$ cat src/rtl/sdram_cmd_gate.sv
module sdram_cmd_gate #(
  parameter int CLK_PS        = 20000,
  parameter int CAS_LAT       = 3,
  parameter int MIN_PS_CL3    = 7500,
  parameter int MIN_PS_CL2    = 9500,
  parameter int BANKS         = 4,
  parameter int T_RCD_PS      = 19000,
  parameter int T_RP_PS       = 19000,
  parameter int T_RAS_PS      = 45000,
  parameter int T_RC_PS       = 67000,
  parameter int T_RRD_PS      = 15000,
  parameter int T_WR_PS       = 14000,
  parameter int WR_MIN_CYC    = 2,
  parameter int MRD_CYC       = 2,
  parameter int REF_WINDOW_US = 64000,
  parameter int REF_ROWS      = 8192,
  localparam int BW = $clog2(BANKS)
) (
  input  logic          clk,
  input  logic          rst_n,
  input  logic          req_valid,
  input  logic [2:0]    req_cmd,
  input  logic [BW-1:0] req_bank,
  output logic          cmd_fire,
  output logic          req_ready,
  output logic          proto_err,
  output logic          refresh_due
);

  function automatic int cyc_of(input int ps);
    return (ps + CLK_PS - 1) / CLK_PS;
  endfunction

  function automatic int imax(input int a, input int b);
    return (a > b) ? a : b;
  endfunction

  localparam int RCD_C  = cyc_of(T_RCD_PS);
  localparam int RP_C   = cyc_of(T_RP_PS);
  localparam int RAS_C  = cyc_of(T_RAS_PS);
  localparam int RC_C   = cyc_of(T_RC_PS);
  localparam int RRD_C  = cyc_of(T_RRD_PS);
  localparam int WR_C   = imax(cyc_of(T_WR_PS), WR_MIN_CYC);
  localparam int MRD_C  = imax(MRD_CYC, 1);
  localparam longint REF_PS = (longint'(REF_WINDOW_US) * 64'd1000000) / longint'(REF_ROWS);
  localparam int REF_C  = imax(int'(REF_PS / longint'(CLK_PS)), 2);
  localparam int MAXC   = imax(imax(imax(RCD_C, RP_C), imax(RAS_C, RC_C)),
                               imax(imax(RRD_C, WR_C), MRD_C));
  localparam int CW     = $clog2(MAXC + 1);
  localparam int RW     = $clog2(REF_C + 1);
  localparam bit CLK_OK = (CAS_LAT == 3) ? (CLK_PS >= MIN_PS_CL3) :
                          (CAS_LAT == 2) ? (CLK_PS >= MIN_PS_CL2) : 1'b0;

  if (!CLK_OK) begin : g_bad_clock
    $error("clock period too short for the selected CAS latency");
  end

  typedef enum logic [2:0] {
    CMD_ACT = 3'd0, CMD_RD = 3'd1, CMD_WR = 3'd2,
    CMD_PRE = 3'd3, CMD_MRS = 3'd4, CMD_REF = 3'd5
  } cmd_e;

  function automatic logic [CW-1:0] dn(input logic [CW-1:0] v);
    return (v == '0) ? v : v - CW'(1);
  endfunction

  logic [BANKS-1:0] open_q;
  logic [CW-1:0]    rcd_q [BANKS];
  logic [CW-1:0]    ras_q [BANKS];
  logic [CW-1:0]    rc_q  [BANKS];
  logic [CW-1:0]    rp_q  [BANKS];
  logic [CW-1:0]    wr_q  [BANKS];
  logic [CW-1:0]    rrd_q, mrd_q;
  logic [RW-1:0]    ref_cnt;
  logic             timing_ok, illegal, banks_quiet;

  always_comb begin
    banks_quiet = 1'b1;
    for (int b = 0; b < BANKS; b++)
      if (open_q[b] || rp_q[b] != '0 || rc_q[b] != '0) banks_quiet = 1'b0;
  end

  always_comb begin
    timing_ok = 1'b0;
    illegal   = 1'b0;
    case (req_cmd)
      CMD_ACT: begin
        illegal   = open_q[req_bank];
        timing_ok = rp_q[req_bank] == '0 && rc_q[req_bank] == '0 && rrd_q == '0;
      end
      CMD_RD, CMD_WR: begin
        illegal   = !open_q[req_bank];
        timing_ok = rcd_q[req_bank] == '0;
      end
      CMD_PRE: timing_ok = !open_q[req_bank] ||
                           (ras_q[req_bank] == '0 && wr_q[req_bank] == '0);
      CMD_MRS, CMD_REF: timing_ok = banks_quiet;
      default: illegal = 1'b1;
    endcase
    if (mrd_q != '0) timing_ok = 1'b0;
  end

  assign req_ready = timing_ok && !illegal;
  assign cmd_fire  = req_valid && req_ready;
  assign proto_err = req_valid && illegal;

  wire fire_act = cmd_fire && req_cmd == CMD_ACT;
  wire fire_mrs = cmd_fire && req_cmd == CMD_MRS;
  wire fire_ref = cmd_fire && req_cmd == CMD_REF;

  always_ff @(posedge clk or negedge rst_n) begin
    if (!rst_n) begin
      open_q <= '0;
      for (int b = 0; b < BANKS; b++) begin
        rcd_q[b] <= '0;
        ras_q[b] <= '0;
        rc_q[b]  <= '0;
        rp_q[b]  <= '0;
        wr_q[b]  <= '0;
      end
    end else begin
      for (int b = 0; b < BANKS; b++) begin
        rcd_q[b] <= dn(rcd_q[b]);
        ras_q[b] <= dn(ras_q[b]);
        rc_q[b]  <= dn(rc_q[b]);
        rp_q[b]  <= dn(rp_q[b]);
        wr_q[b]  <= dn(wr_q[b]);
        if (cmd_fire && req_bank == BW'(b)) begin
          case (req_cmd)
            CMD_ACT: begin
              open_q[b] <= 1'b1;
              rcd_q[b]  <= CW'(RCD_C - 1);
              ras_q[b]  <= CW'(RAS_C - 1);
              rc_q[b]   <= CW'(RC_C - 1);
            end
            CMD_WR:  wr_q[b] <= CW'(WR_C - 1);
            CMD_PRE: if (open_q[b]) begin
              open_q[b] <= 1'b0;
              rp_q[b]   <= CW'(RP_C - 1);
            end
            default: ;
          endcase
        end
        if (fire_ref) rc_q[b] <= CW'(RC_C - 1);
      end
    end
  end

  always_ff @(posedge clk or negedge rst_n) begin
    if (!rst_n) begin
      rrd_q <= '0;
      mrd_q <= '0;
    end else begin
      rrd_q <= fire_act ? CW'(RRD_C - 1) : dn(rrd_q);
      mrd_q <= fire_mrs ? CW'(MRD_C - 1) : dn(mrd_q);
    end
  end

  always_ff @(posedge clk or negedge rst_n) begin
    if (!rst_n) begin
      ref_cnt     <= '0;
      refresh_due <= 1'b0;
    end else if (ref_cnt == RW'(REF_C - 1)) begin
      ref_cnt     <= '0;
      refresh_due <= 1'b1;
    end else begin
      ref_cnt     <= ref_cnt + RW'(1);
      if (fire_ref) refresh_due <= 1'b0;
    end
  end

endmodule


$ cat config.mk
export PLATFORM = sky130hd
export DESIGN_NAME = sdram_cmd_gate
export DESIGN_NICKNAME = d
export VERILOG_FILES = /design/src/rtl/sdram_cmd_gate.sv
export SDC_FILE = /design/constraint.sdc
export NUM_CORES = 1
export LEC_CHECK = 0
export CAP_MARGIN = 0
export CORE_ASPECT_RATIO = 1.1
export CORE_MARGIN = 5
export CORE_UTILIZATION = 56
export CTS_CLUSTER_DIAMETER = 200
export DETAILED_ROUTE_END_ITERATION = 16
export PLACE_DENSITY_LB_ADDON = 0.2
export SETUP_SLACK_MARGIN = 0.3
export SYNTH_ARGS = -nofsm -noshare
export SYNTH_HDL_FRONTEND = slang
export SYNTH_SLANG_ARGS = --single-unit
$ cat constraint.sdc
create_clock -name clk -period 2.3 [get_ports clk]
set_input_delay 0.46 -clock clk [delete_from_list [all_inputs] [get_ports clk]]
set_output_delay 0.46 -clock clk [all_outputs]
set_load 0.05 [all_outputs]
==> results of run 1 <==
-- sequential cells by signal, summed over array words and instances, names as in the netlist --
signal	count
rc_q	12
rrd_q	3
open_q	4
mrd_q	3
rcd_q	12
refresh_due	1
ras_q	12
ref_cnt	9
wr_q	12
rp_q	12
-- through the flow --
stage	power (uW)	utilization [%]	hold slack, ns	cells
after floorplan	3770	-	0.164	508
after global placement	4380	67.8	0.432	696
after detailed placement	4530	67.8	0.443	696
after CTS	5670	72.9	0.0516	720
after global routing	6300	76.3	0.0624	727
final	5860	76.3	0.0419	727
-- power groups by stage --
stage                     Combinational [uW]  Clock, uW  Sequential (uW)
after floorplan                         1710          0             2060
after global placement                  2300          0             2080
after detailed placement                2440          0             2090
after CTS                               2540       1050             2090
after global routing                    3030       1110             2160
final                                   2720       1020             2110
-- cell type report --
| type | count | area share (%) |
|---|---|---|
| multi-input cells | 363 | 44.9 |
| clock inverters | 6 | 0.936 |
| clock buffers | 10 | 1.99 |
| repair buffers | 106 | 15.8 |
| inverters | 51 | 2.98 |
| well taps | 111 | 2.16 |
| flip-flops and latches | 80 | 31.2 |
-- cell families after synthesis --
family | count (synthesis) | share of synthesized area, %
flip-flops | 80 | 41.3
adder cells (fa/ha/maj) | 46 | 11.9
buffers and inverters | 65 | 5.47
multiplexers | 20 | 4.49
AND/OR/NAND/NOR | 169 | 18.0
XOR/XNOR | 31 | 5.60
AO/OA/AOI/OAI | 97 | 13.2
-- repair_timing --
item                                    CTS  global route
buffers inserted                          7             6
gates cloned                              1             1
endpoints found under the setup margin   74            75
gates resized for setup                  36            46
pin swaps                                19            16
-- critical path: stages, from the launching register on --
cell and delay [ns]:
dfrtp_1 0.39, or4_4 0.56, o311ai_4 0.24, a21oi_2 0.08, nand4b_4 0.20, a21oi_4 0.19, and2_4 0.18, buf_12 0.13
-- synth_stat cells, types with 2 or more instances --
master     number  area (um^2)
a31oi_1        26          163
a21oi_1        30          150
xor2_1          4         35.0
nand2_1        18         67.6
nand3_1         7         35.0
inv_1          51          191
nor2_1         71          267
nor2b_1        15         93.8
a21oi_2         2         17.5
nand4_1         6         37.5
buf_6           2         22.5
nand2b_1       17          106
buf_2           5         25.0
or3_1           2         12.5
a21boi_0        2         15.0
dfrtp_1        80         2000
o31ai_1         5         37.5
or4_1           3         22.5
a2bb2oi_1       4         35.0
mux2i_1        18          180
nor3_1          9         45.0
clkbuf_1        6         22.5
ha_1           46          576
a31o_2         13          114
o21ai_0        11         55.1
xnor2_1        27          236
nor4_1          7         43.8
and2_1          4         25.0
-- final timing paths --
path / from / to / slack, ns / depth (start not counted)
max: ras_q[5]$_DFF_PN0_ / cmd_fire / -0.48 / 7
min: rst_n / ras_q[6]$_DFF_PN0_ / 0.04 / 1
max reg2reg: open_q[1]$_DFFE_PN0P_ / wr_q[9]$_DFF_PN0_ / -0.17 / 9
min reg2reg: ref_cnt[5]$_DFF_PN0_ / ref_cnt[5]$_DFF_PN0_ / 0.49 / 1
max in group asynchronous: rst_n / wr_q[3]$_DFF_PN0_ / 1.64 / 2
min in group clk: ref_cnt[5]$_DFF_PN0_ / ref_cnt[5]$_DFF_PN0_ / 0.49 / 1
-- per-layer routing --
layer | up-vias | part of all wire, % | track usage, % | routed length [um]
li1 | 1954 | - | - | -
met1 | 1991 | 42 | 26.1 | 4920
met2 | 98 | 52 | 38.6 | 6060
met3 | 20 | 3.9 | 3.95 | 456
met4 | 0 | 1.9 | 5.95 | 218
met5 | - | 0 | 0 | 0
-- layout by cell type (no fill, tap or decap), drive strengths merged, types with 15 or more instances in the layout --
cell,instances
a31oi,26
a21oi,32
dfrtp,80
nand2b,17
mux2i,18
nor2,71
nand2,18
xnor2,27
ha,46
inv,51
nor2b,15
buf,97
==> results.cfg, run 1 <==
[die]
fp-row-count = 35
core_area_um2 = 8410
die_area_um2 = 10600
initial_utilization_pct = 57.6
die_w_um = 98.7
io_pins = 12
die_height_um = 108

[final_layout]
fill_cells = 573
post-route-cell-area_um2 = 6420
layout.area.seq_um2 = 2000
drive_gt1_share_pct = 28.9
syn2layout_area_growth_pct = 32.4
diodes = 0
fin_nets = 665
multi_input_area_um2 = 2880

[global_routing]
overflow = 0
grt_pass1_wl_um = 18400
antenna_found_initial = 0
grt_pass1_vias = 4022
grt.total_usage_pct = 21.4
grt_max_degree = 50

[power_and_ir_drop]
p_int_uw = 3710
p_per_area_nw_per_um2 = 913
ir_worst_vdd_v = 0.000894
pwr-share-seq_pct = 36.1
leakage_uw = 0.00303
share_comb_of_total_power_pct = 46.4
p_clk_share_pct = 17.5
power_switching_uw = 2150
p_sw_share_pct = 36.6

[yosys]
synth-edff-count = 0
ys_seq_area_share_pct = 41.3
async_flop_share_pct = 100
synth_cells = 508
syn-mean-instance-area_um2 = 9.54
ys_ff_latch = 80
yosys_warnings = 0
syn_area_um2 = 4840
syn_nets = 562
synthFlopType = dfrtp_1
synth_cell_types = 45

[sta]
setup_slack_ns = -0.482
fin_skew_ns = 0.0148
finalHoldViolCount = 0
relSlewSlack_pct = 66.4
worst_slew_pin_slew_ns = 0.503
setup_tns_ns = -4.69
final.period_utilization_pct = 121
rsz0062_at_grt = yes
fmaxAchievable_mhz = 359
setup_viol = 42
maxSlewViolCount = 0
min_period_ns = 2.78

[place]
io_buffer_count = 11
postPlaceCellArea_um2 = 5700
gp_congestion = 0.799
pre_cts_ws_ns = -0.644
dp_hpwl_um = 7960

[critical_path]
worstSetupPathType = reg2out
crit_path_end_kind = output port
cp_max_fo = 3
cp_data_required_time_ns = 1.84
crit_arrival_ns = 2.32
cp-start-kind = flip-flop

[route]
drc = 0
first_pass_iters = 5
vias_per_cell = 5.59
postRouteAntennaNets = 0
wl_um = 11700
post_drt_wl_per_cell_um = 16.0
drt_iter0_markers = 183
vias = 4063

[clocking]
cts-root-buf = clkbuf_8
cts_buffers = 9
htreeDepth = 3
cts_hold_buffers = 0
clockBufferDepth = 2
clock-sinks = 80
worstSkewPairLatency_ns = 0.36
clk_pin_slew_ns = 0.09
cts_tree = yes

[job]
maxCapViolCount = 0

[status]
status = finished with violations
violations = setup timing

[hold_path]
hold_path.class = in2async
Power figures use the tool's default switching activity.
==> run 2, diff against run 1 <==
--- a/config.mk
+++ b/config.mk
@@ -5,6 +5,7 @@
 export SDC_FILE = /design/constraint.sdc
 export NUM_CORES = 1
 export LEC_CHECK = 0
+export ABC_AREA = 1
 export CAP_MARGIN = 0
 export CORE_ASPECT_RATIO = 1.1
 export CORE_MARGIN = 5
==> results.cfg, run 2 <==
[route]
wl_um = 11700
postRouteAntennaNets = 0
first_pass_iters = 5
vias = 4326
drt_iter0_markers = 320
drc = 0
post_drt_wl_per_cell_um = 14.2
vias_per_cell = 5.27

[die]
die_height_um = 108
initial_utilization_pct = 57.6
core_area_um2 = 8450
die_area_um2 = 10700
die_w_um = 98.9
fp-row-count = 35
io_pins = 12

[final_layout]
diodes = 0
drive_gt1_share_pct = 24.4
fin_nets = 759
fin_cells = 821
syn2layout_area_growth_pct = 26.7
post-route-cell-area_um2 = 6170
final_cell_mix = 108 x nand2_1, 78 x nor2_1, 78 x dfrtp_1, 76 x inv_1, 65 x buf_4
final_common_cell = nand2_1

[yosys]
yosys_warnings = 0
synth-edff-count = 0
synthFlopType = dfrtp_1
syn_nets = 670
synth_area_leaders = dfrtp_1 41%, ha_1 12%, nand2_1 9.3%
synth_most_common_cell = nand2_1
syn-mean-instance-area_um2 = 7.90
ys_seq_area_share_pct = 41.1
synth_cells = 616
synthXorXnorAreaFrac_pct = 6.48
synth_commonest_cells = 120 x nand2_1, 100 x inv_1, 89 x nor2_1, 80 x dfrtp_1, 46 x ha_1
async_flop_share_pct = 100
synth_top_family_by_area = simple AND/OR/NAND/NOR gates
synth_cell_types = 25
ys_ff_latch = 80
netlist.top_cell.by_area = dfrtp_1
synth_compound_area_share_pct = 8.85
synth_fa_ha_area_share_pct = 11.8
synth_top_area_share_pct = 41.1
syn_area_um2 = 4870
muxShareOfSynthArea_pct = 0.411
synth-simple-area-share_pct = 23.1

[global_routing]
antenna_found_initial = 0
grt_pass1_vias = 4225
overflow = 0
grt.total_usage_pct = 22.4
grt_max_degree = 29
grt_pass1_wl_um = 19100

[sta]
setup_viol = 8
worst_slew_pin_slew_ns = 0.552
relSlewSlack_pct = 62.9
maxSlewViolCount = 0
fmaxAchievable_mhz = 406
holdWs_ns = 0.0141
fin_skew_ns = 0.00939
setup_slack_ns = -0.165
rsz0062_at_grt = yes
finalHoldViolCount = 0
final.period_utilization_pct = 107
min_period_ns = 2.47

[power_and_ir_drop]
totalPowerFinal_uw = 7720
ir_worst_vdd_v = 0.000613
leakage_uw = 0.00315
p_per_area_nw_per_um2 = 1250

[place]
gp_congestion = 0.942
io_buffer_count = 11
pre_cts_ws_ns = -0.373
dp_hpwl_um = 7680
postPlaceCellArea_um2 = 5400
place_inst = 763

[clocking]
clockBufferDepth = 2
clk_pin_slew_ns = 0.08
worstSkewPairLatency_ns = 0.36
cts_buffers = 9
clock-sinks = 80
cts-root-buf = clkbuf_8
htreeDepth = 3
cts_hold_buffers = 0
cts_tree = yes

[critical_path]
r2r-start = rc_q[10]$_DFF_PN0_
reg2reg_depth = 16
crit_arrival_ns = 2.01
crit_start = rc_q[10]$_DFF_PN0_
r2r-end = rp_q[7]$_DFF_PN0_
worstSetupPathType = reg2out
crit_path_end_kind = output port
cp-start-kind = flip-flop
endpoint = cmd_fire
r2r_slack_ns = -0.05
cp_max_fo = 3
cp_data_required_time_ns = 1.84

[status]
violations = setup timing
status = finished with violations

[job]
maxCapViolCount = 0

[hold_path]
hold_path.class = in2async
==> run 2: cell type report <==
class	instances	area [um^2]
clock buffer	12	155
clock inverter	4	76.3
fill	611	2280
inverter	103	400
multi-input combinational	434	2750
sequential	80	2000
tap	111	139
timing repair buffer	77	642
==> run 2: cell families (layout without fill, tap and decap cells) <==
| logic type | after synthesis | after routing |
|---|---|---|
| DFF | 80 | 80 |
| muxes | 2 | 2 |
| adders and majority gates | 46 | 46 |
| buffers and inverters | 106 | 196 |
| and+or+nand+nor | 264 | 268 |
| xor gates and xnor gates | 36 | 36 |
| AOI/OAI and AO/OA | 82 | 82 |
==> run 2: critical path, cell delays in order, from the launching register on <==
cell and delay, ns:
dfrtp_1 0.40, buf_4 0.14, buf_4 0.13, nor2_2 0.12, nand3_1 0.09, nand2_1 0.07, nand3_1 0.10, nor2_2 0.12
nor2_2 0.07, nand2_2 0.10, nand3_4 0.11, inv_8 0.09, buf_12 0.12
==> run 2: how the worst min path moves through the flow <==
stage | cells after the start | slack, ns | to | startpoint
final | 1 | 0.01 | ras_q[9]$_DFF_PN0_ | rst_n
after global routing | 1 | 0.03 | ras_q[9]$_DFF_PN0_ | rst_n
after CTS | 1 | 0.01 | ras_q[9]$_DFF_PN0_ | rst_n
after detailed placement | 1 | 0.41 | ras_q[9]$_DFF_PN0_ | rst_n
after global placement | 1 | 0.40 | ras_q[9]$_DFF_PN0_ | rst_n
after floorplan | 0 | 0.16 | mrd_q[0]$_DFFE_PN0P_ | rst_n
==> run 2: where the power goes <==
| group | leakage, uW | total (uW) | switching [uW] | internal (uW) |
|---|---|---|---|---|
| sequential | 0.000942 | 2490 | 447 | 2040 |
| clock | 0.000113 | 1190 | 512 | 673 |
| combinational | 0.00210 | 4040 | 2250 | 1790 |
| total | 0.00315 | 7720 | 3210 | 4500 |
==> run 2: timing repair <==
item,CTS,global route
setup buffers,28,10
pin swaps,26,16
gates resized for setup,60,40
hold endpoints to repair,0,0
gates cloned,4,0
endpoints found under the setup margin,75,74
==> run 2: per-stage QoR <==
stage / setup TNS [ns] / utilization, %
2_1_floorplan: 0 / -
4_1_cts: -0.167 / 70.8
3_5_place_dp: -21.78 / 63.9
3_3_place_gp: -17.60 / 63.9
5_1_grt: -4.41 / 73.0
6_report: -0.430 / 73.0
==> run 2: routing by layer <==
layer / GRT usage, % / routed length (um) / vias up
met3: 3.82 / 659 / 33
li1: - / - / 2111
met1: 27.9 / 4840 / 2042
met5: 0 / 0 / -
met2: 37.8 / 5770 / 140
met4: 10.0 / 382 / 0
==> run 3, diff against run 2 <==
--- a/config.mk
+++ b/config.mk
@@ -14,6 +14,7 @@
 export DETAILED_ROUTE_END_ITERATION = 16
 export PLACE_DENSITY_LB_ADDON = 0.2
 export SETUP_SLACK_MARGIN = 0.3
+export SKIP_LAST_GASP = 1
 export SYNTH_ARGS = -nofsm -noshare
 export SYNTH_HDL_FRONTEND = slang
 export SYNTH_SLANG_ARGS = --single-unit
==> results.cfg, run 3 (synthesized netlist as in run 2, its figures left out) <==
[status]
status = finished with violations
violations = setup timing

[final_layout]
final_cell_mix = 108 x nand2_1, 78 x nor2_1, 78 x dfrtp_1, 77 x inv_1, 66 x buf_4
diodes = 0
syn2layout_area_growth_pct = 26.9
final_common_cell = nand2_1
fin_nets = 760
drive_gt1_share_pct = 24.3

[critical_path]
crit_start = rp_q[3]$_DFF_PN0_
cp-start-kind = flip-flop
cp_max_fo = 3
path_delay_family = simple AND/OR/NAND/NOR gates
crit_buf_inv = 3
cp_data_required_time_ns = 1.84
max_stage_delay_ns = 0.41
path_cells = buf_4, nor2_1, nand3_1, nand2_1, nand3_1, nor2_2, nor2_2, nand2_2, nand3_4, inv_8, buf_12
crit_path_end_kind = output port
worstSetupPathType = reg2out
slowest_stage = dfrtp_1
r2r-start = rp_q[3]$_DFF_PN0_
crit_arrival_ns = 2.01

[place]
io_buffer_count = 11
gp_congestion = 0.942
dp_hpwl_um = 7680

[sta]
worst_slew_pin_slew_ns = 0.553
rsz0062_at_grt = yes
fin_skew_ns = 0.0104
setup_slack_ns = -0.171
final.period_utilization_pct = 107
min_period_ns = 2.47
finalHoldViolCount = 0
holdWs_ns = 0.0104
fmaxAchievable_mhz = 405
relSlewSlack_pct = 62.9
setup_viol = 8
maxSlewViolCount = 0

[hold_path]
hold_path.class = in2async

[global_routing]
overflow = 0
grt.total_usage_pct = 22.4
grt_pass1_vias = 4225
grt_pass1_wl_um = 19100
grt_max_degree = 29
antenna_found_initial = 0

[job]
maxCapViolCount = 0

[power_and_ir_drop]
p_per_area_nw_per_um2 = 1250
pwr-share-seq_pct = 32.1
ir_worst_vdd_v = 0.000613
p_clk_share_pct = 15.4
power_switching_uw = 3210
totalPowerFinal_uw = 7730
p_int_uw = 4510
p_sw_share_pct = 41.6
leakage_uw = 0.00316
share_comb_of_total_power_pct = 52.5

[clocking]
htreeDepth = 3
clock-sinks = 80
cts_tree = yes
cts_hold_buffers = 0
cts-root-buf = clkbuf_8
clk_pin_slew_ns = 0.08
clockBufferDepth = 2
cts_buffers = 9
worstSkewPairLatency_ns = 0.36

[route]
first_pass_iters = 5
drc = 0
postRouteAntennaNets = 0
vias = 4321
vias_per_cell = 5.26
post_drt_wl_per_cell_um = 14.2
wl_um = 11700
drt_iter0_markers = 334

[die]
die_area_um2 = 10700
die_w_um = 98.9
die_height_um = 108
fp-row-count = 35
initial_utilization_pct = 57.6
core_area_um2 = 8450
io_pins = 12
## run 3: cell types whose count changed in the layout (fill, tap and decap cells not counted)
| cell | delta |
|---|---|
| buf_4 | +1 |
| inv_1 | +1 |
| inv_2 | -1 |
## run 3: final cells by class
cell class	count	area, um^2
clock buffers	12	155
clock inverters	4	76.3
fillers	614	2280
inverters	103	400
multi-input cells	434	2750
flip-flops and latches	80	2000
well taps	111	139
repair buffers	78	649
## run 3: what timing repair did
| item | in CTS | in global routing |
|---|---|---|
| cloned | 4 | 0 |
| endpoints found under the setup margin | 75 | 74 |
| buffers inserted | 28 | 11 |
| pin swaps | 25 | 16 |
| resized for setup | 59 | 40 |
## run 3: through the flow
step,cell area [um^2],util (%),worst slack (ns),instances,setup TNS [ns]
final,6170,73.1,-0.171,822,-0.445
after global routing,6170,73.1,-0.293,822,-4.41
after CTS,5980,70.8,-0.104,811,-0.177
after detailed placement,5400,63.9,-0.373,763,-21.78
after global placement,5400,63.9,-0.358,763,-17.60
after floorplan,4920,-,0.298,616,0
## run 3: metal layers
metal / track usage [%] / routed length (um)
met5: 0 / 0
met4: 10.0 / 352
met3: 3.82 / 592
met2: 37.8 / 5810
met1: 27.9 / 4910
## run 3: final timing paths
kind	end	slack, ns	cells after the start
setup / recovery	cmd_fire	-0.17	11
hold / removal	ras_q[9]$_DFF_PN0_	0.01	1
setup reg to reg	rp_q[7]$_DFF_PN0_	-0.05	15
hold reg to reg	ref_cnt[0]$_DFF_PN0_	0.49	1
max in group asynchronous	open_q[2]$_DFFE_PN0P_	1.71	2
min in group clk	ref_cnt[0]$_DFF_PN0_	0.49	1
## run 3: power by group through the flow
stage | Sequential [uW] | Clock (uW) | Combinational, uW
finish | 2480 | 1190 | 4060
global route | 2560 | 1270 | 4670
CTS | 2460 | 1210 | 3760
detailed placement | 2510 | 0 | 3290
global placement | 2490 | 0 | 3060
floorplan | 2420 | 0 | 2610
